`src/rtl/esp_pkg.sv`:
```
package esp_pkg;
  typedef enum logic {
    EDGE_FALL = 1'b0,
    EDGE_RISE = 1'b1
  } ref_edge_e;

  localparam int GRP_RED   = 0;
  localparam int GRP_GREEN = 1;
  localparam int GRP_BLUE  = 2;
endpackage

```
`src/rtl/esp_tick_counter.sv`:
```
module esp_tick_counter #(
  parameter int GS_W = 16
) (
  input  logic            clk,
  input  logic            rst,
  input  logic            blank_i,
  input  logic            repeat_i,
  input  logic            tmgrst_i,
  input  logic            edge_sel_i,
  input  logic            ref_rise_i,
  input  logic            ref_fall_i,
  input  logic            latch_i,
  output logic [GS_W-1:0] cnt_o,
  output logic            eval_o,
  output logic            clear_o
);
  import esp_pkg::*;

  localparam logic [GS_W-1:0] CNT_LAST = '1;

  logic [GS_W-1:0] cnt_q;
  logic            done_q;
  logic            step;
  logic            restart;

  always_comb begin
    step    = (ref_edge_e'(edge_sel_i) == EDGE_RISE) ? ref_rise_i : ref_fall_i;
    restart = latch_i & tmgrst_i;
    eval_o  = step & ~blank_i & ~restart & ~done_q;
    clear_o = blank_i | restart | (step & done_q);
  end

  always_ff @(posedge clk) begin
    if (rst) begin
      cnt_q  <= '0;
      done_q <= 1'b0;
    end else if (blank_i || restart) begin
      cnt_q  <= '0;
      done_q <= 1'b0;
    end else if (eval_o) begin
      cnt_q <= cnt_q + 1'b1;
      if (cnt_q == CNT_LAST && !repeat_i) done_q <= 1'b1;
    end
  end

  assign cnt_o = cnt_q;
endmodule

```
`src/rtl/esp_chan_cmp.sv`:
```
module esp_chan_cmp #(
  parameter int GS_W     = 16,
  parameter int SEG_BITS = 7
) (
  input  logic [GS_W-1:0] level_i,
  input  logic [GS_W-1:0] cnt_i,
  output logic            on_o
);
  localparam int POS_W = GS_W - SEG_BITS;

  logic [SEG_BITS-1:0] seg;
  logic [SEG_BITS-1:0] seg_rev;
  logic [SEG_BITS-1:0] spare;
  logic [POS_W-1:0]    pos;
  logic [POS_W-1:0]    base;
  logic [POS_W:0]      limit;

  assign seg   = cnt_i[GS_W-1 -: SEG_BITS];
  assign pos   = cnt_i[POS_W-1:0];
  assign base  = level_i[GS_W-1 -: POS_W];
  assign spare = level_i[SEG_BITS-1:0];

  for (genvar i = 0; i < SEG_BITS; i++) begin : g_rev
    assign seg_rev[i] = seg[SEG_BITS-1-i];
  end

  assign limit = {1'b0, base} + {{POS_W{1'b0}}, (seg_rev < spare)};
  assign on_o  = ({1'b0, pos} < limit);
endmodule

```
`src/rtl/esp_grp_delay.sv`:
```
module esp_grp_delay #(
  parameter int W     = 4,
  parameter int DEPTH = 1
) (
  input  logic         clk,
  input  logic         rst,
  input  logic [W-1:0] d_i,
  output logic [W-1:0] q_o
);
  logic [W-1:0] stage_q [DEPTH];

  always_ff @(posedge clk) begin
    if (rst) begin
      for (int i = 0; i < DEPTH; i++) stage_q[i] <= '0;
    end else begin
      stage_q[0] <= d_i;
      for (int i = 1; i < DEPTH; i++) stage_q[i] <= stage_q[i-1];
    end
  end

  assign q_o = stage_q[DEPTH-1];
endmodule

```
`src/rtl/esp_pwm_ctrl.sv`:
```
module esp_pwm_ctrl #(
  parameter int GS_W       = 16,
  parameter int SEG_BITS   = 7,
  parameter int NUM_GRP    = 3,
  parameter int CH_PER_GRP = 4
) (
  input  logic                                 clk,
  input  logic                                 rst,
  input  logic                                 blank_i,
  input  logic                                 repeat_i,
  input  logic                                 tmgrst_i,
  input  logic                                 edge_sel_i,
  input  logic                                 ref_rise_i,
  input  logic                                 ref_fall_i,
  input  logic                                 latch_i,
  input  logic [NUM_GRP*CH_PER_GRP*GS_W-1:0]   level_i,
  output logic [NUM_GRP*CH_PER_GRP-1:0]        ch_on_o
);
  localparam int NCH = NUM_GRP * CH_PER_GRP;

  logic [GS_W-1:0] cnt_q;
  logic            eval;
  logic            clear;
  logic [NCH-1:0]  on_vec;
  logic [NCH-1:0]  pwm_q;

  esp_tick_counter #(.GS_W(GS_W)) u_cnt (
    .clk        (clk),
    .rst        (rst),
    .blank_i    (blank_i),
    .repeat_i   (repeat_i),
    .tmgrst_i   (tmgrst_i),
    .edge_sel_i (edge_sel_i),
    .ref_rise_i (ref_rise_i),
    .ref_fall_i (ref_fall_i),
    .latch_i    (latch_i),
    .cnt_o      (cnt_q),
    .eval_o     (eval),
    .clear_o    (clear)
  );

  for (genvar n = 0; n < NCH; n++) begin : g_ch
    esp_chan_cmp #(.GS_W(GS_W), .SEG_BITS(SEG_BITS)) u_cmp (
      .level_i (level_i[n*GS_W +: GS_W]),
      .cnt_i   (cnt_q),
      .on_o    (on_vec[n])
    );
  end

  always_ff @(posedge clk) begin
    if (rst)        pwm_q <= '0;
    else if (clear) pwm_q <= '0;
    else if (eval)  pwm_q <= on_vec;
  end

  for (genvar g = 0; g < NUM_GRP; g++) begin : g_grp
    logic [CH_PER_GRP-1:0] grp_d;
    logic [CH_PER_GRP-1:0] grp_q;

    for (genvar k = 0; k < CH_PER_GRP; k++) begin : g_map
      assign grp_d[k]                 = pwm_q[k*NUM_GRP + g];
      assign ch_on_o[k*NUM_GRP + g]   = grp_q[k];
    end

    esp_grp_delay #(.W(CH_PER_GRP), .DEPTH(g + 1)) u_dly (
      .clk (clk),
      .rst (rst),
      .d_i (grp_d),
      .q_o (grp_q)
    );
  end
endmodule

```
`config.mk`:
```
export PLATFORM = sky130hd
export DESIGN_NAME = esp_pwm_ctrl
export DESIGN_NICKNAME = d
export VERILOG_FILES = /design/src/rtl/esp_pkg.sv /design/src/rtl/esp_tick_counter.sv /design/src/rtl/esp_chan_cmp.sv /design/src/rtl/esp_grp_delay.sv /design/src/rtl/esp_pwm_ctrl.sv
export SDC_FILE = /design/constraint.sdc
export NUM_CORES = 1
export LEC_CHECK = 0
export BUFFER_PORTS_ARGS = -buffer_cell sky130_fd_sc_hd__buf_2
export CAP_MARGIN = 15
export CORE_UTILIZATION = 50
export CTS_BUF_LIST = sky130_fd_sc_hd__clkbuf_4
export CTS_CLUSTER_DIAMETER = 60
export DETAILED_ROUTE_END_ITERATION = 10
export PLACE_DENSITY = 0.8
export SYNTH_ARGS = -nofsm -noshare
export SYNTH_HDL_FRONTEND = slang
export SYNTH_SLANG_ARGS = --single-unit
```
`constraint.sdc`:
```
create_clock -name clk -period 2.9 [get_ports clk]
set_input_delay 0.29 -clock clk [delete_from_list [all_inputs] [get_ports clk]]
set_output_delay 0.29 -clock clk [all_outputs]
set_load 0.005 [all_outputs]
```
==> reports/results.ini <==
[synthesis]
syn_nets = 1361
synth_flop_cell = dfxtp_1
ys_seq_area_share_pct = 13.8
async_flop_share_pct = 0
ys_seq_elements = 53
syn_area_um2 = 7670
synthTopCellsByArea = ha_1 (31%), dfxtp_1 (14%), xor2_1 (5.5%)
synth_top_area_share_pct = 31.5
synth_area_per_cell_um2 = 7.93
synth_warnings = 0
synthCells = 967
synth-edff-count = 0
yosysUniqueCellTypes = 47
synth_top_area_cell = ha_1

[finish]
final_common_cell = buf_2
fin_util_pct = 72.0
area_growth_pct = 38.5
layout_common_cells = buf_2 (212), ha_1 (151), inv_1 (98)
fin_area_um2 = 10600
finalNonFillerCells = 1444
drive_above_1_share_pct = 36.8
fin_nets = 1652
fillers = 1127

[global_routing]
antenna_found_initial = 1
grt_pass1_wl_mm = 38.1
grt.total_usage_pct = 29.8
grt_pass1_vias = 8162
grt_max_degree = 26
grt-ovfl-total = 0

[die]
initial_core_util_pct = 52.0
num_io_pins = 213
die_h_um = 126
die_w_um = 126
core_area_um2 = 14800
dieArea_um2 = 15800
row_count = 44

[place]
dp.cells = 1415
port_buffers = 212
pre_cts_ws_ns = -0.381
place_area_um2 = 9510
hpwl_mm = 17.2
gp_congestion = 0.884

[clocking]
htree_levels = 2
insertion_delay_ns = 0.40
clk_pin_slew_ns = 0.18
clkSinkCount = 53
clockBufferDepth = 2
numCtsBuffers = 5
cts_tree = built
cts_root_buffer = clkbuf_4
cts_hold_buf = 0

[worst_setup_path]
cp.required_ns = 3.17
setup.worst_path.class = reg2reg
start_kind = register
critPathMaxFanout = 4
endpoint_kind = register
arrival_ns = 3.53
r2r_slack_ns = -0.36

[run]
drv_cap = 0

[outcome]
status = finished, violations left
violations = setup timing

[power_and_ir_drop]
max-vdd-ir-drop_mv = 0.145
p_leak_nw = 5.30
p_per_area_nw_per_um2 = 180
p_total_mw = 1.91

[sta]
clock-skew-final_ns = 0.0310
worstMarginPinSlew_ns = 0.950
post-route-period-util_pct = 112
max-slew-margin-rel_pct = 36.6
period_needed_ns = 3.26
fin_setup_tns_ns = -2.92
max_freq_ghz = 0.307
hold_viol = 0
hold_ws_ns = 0.188
slew_viol_final = 0
fin_ws_ns = -0.361
rsz0062_at_grt = true
setup_viol = 11

[detailed_routing]
drt_wl_total_mm = 24.3
vias_per_cell = 5.74
vias = 8295
avgRoutedWirePerCell_um = 16.8
first_pass_iters = 5
drc_errors = 0
ant_nets = 0
drt_iter0_markers = 486

[hold_path]
hold_class = in2reg

## worst max-delay path, cell delays in order (launching register included)
cell and delay (ns):
dfxtp_4 0.40, buf_6 0.13, buf_8 0.13, ha_4 0.21
a211oi_2 0.19, o31ai_1 0.10, a31oi_1 0.25, ha_2 0.28
buf_6 0.13, nand3_2 0.08, nor2_2 0.13, xnor2_1 0.11
ha_1 0.32, nand2_2 0.06, or3_4 0.33, o221ai_2 0.18
a31oi_1 0.10
## metal layers
layer	vias to the layer above	GRT usage [%]	wire length [um]
li1	4053	-	-
met1	3838	36.5	10300
met2	321	53.5	11800
met3	83	3.06	1320
met4	0	11.4	937
met5	-	0	0
## synth_stat cells, types with 2 or more instances
| master | n |
|---|---|
| ha_1 | 193 |
| inv_1 | 98 |
| nand2_1 | 83 |
| nor2_1 | 60 |
| a21oi_1 | 58 |
| dfxtp_1 | 53 |
| nand3_1 | 52 |
| xor2_1 | 48 |
| xnor2_1 | 40 |
| a31oi_1 | 28 |
| nand2b_1 | 28 |
| nor2b_1 | 24 |
| and3_1 | 20 |
| nand4_1 | 19 |
| a211oi_1 | 16 |
| a21o_1 | 14 |
| o31ai_1 | 13 |
| o21ai_0 | 11 |
| o221ai_1 | 11 |
| nor3_1 | 10 |
| or3_1 | 10 |
| o21a_1 | 9 |
| o311ai_0 | 9 |
| buf_4 | 8 |
| clkbuf_1 | 7 |
| a41o_1 | 6 |
| buf_2 | 5 |
| and4_1 | 4 |
| nor4b_1 | 4 |
| and2_1 | 3 |
| nor3b_1 | 3 |
| a21oi_2 | 2 |
| nor4_1 | 2 |
| o221a_2 | 2 |
| or2b_1 | 2 |
## state kept, by name, indices dropped and copies added, names as in the netlist
register,flops
g_grp.u_dly.stage_q,24
u_cnt.cnt_o,16
pwm_q,12
u_cnt.done_q,1
## layout make-up
class / instances / area [um2] / area share (%)
inverter: 98 / 368 / 3.46
timing repair buffer: 305 / 1840 / 17.3
clock buffer: 5 / 37.5 / 0.353
multi-input combinational: 795 / 7040 / 66.3
sequential: 53 / 1080 / 10.2
tap: 184 / 230 / 2.17
antenna: 1 / 2.50 / 0.0236
clock inverter: 3 / 20.0 / 0.188
## timing repair
action / 4_1_cts / 5_1_grt
setup buffers: 18 / 3
gates cloned: 0 / 0
setup endpoints to repair: 11 / 12
resized for setup: 111 / 55
pin swaps: 109 / 58
## power breakdown
part           internal, mW  switching (mW)
combinational         0.385           0.418
clock                0.0952           0.266
sequential            0.740         0.00589
total                  1.22           0.689
## kinds of logic after synthesis
group | Yosys count | share of synthesized area (%)
adder cells (fa/ha/maj) | 193 | 31.5
AO/OA/AOI/OAI | 182 | 15.8
AND/OR/NAND/NOR | 328 | 21.9
XOR/XNOR | 88 | 10.1
buffers and inverters | 119 | 6.30
multiplexers | 4 | 0.653
flip-flops | 53 | 13.8
## path summary, 6_finish.rpt
check,startpoint,to,depth (start not counted)
min,level_i[63],pwm_q[3],3
max,u_cnt.cnt_o[14],pwm_q[0],16
min reg2reg,g_grp[1].u_dly.stage_q[0][2],g_grp[1].u_dly.stage_q[0][6],1
max reg2reg,u_cnt.cnt_o[14],pwm_q[0],16
Note: power is estimated with default switching activity, not from simulation.
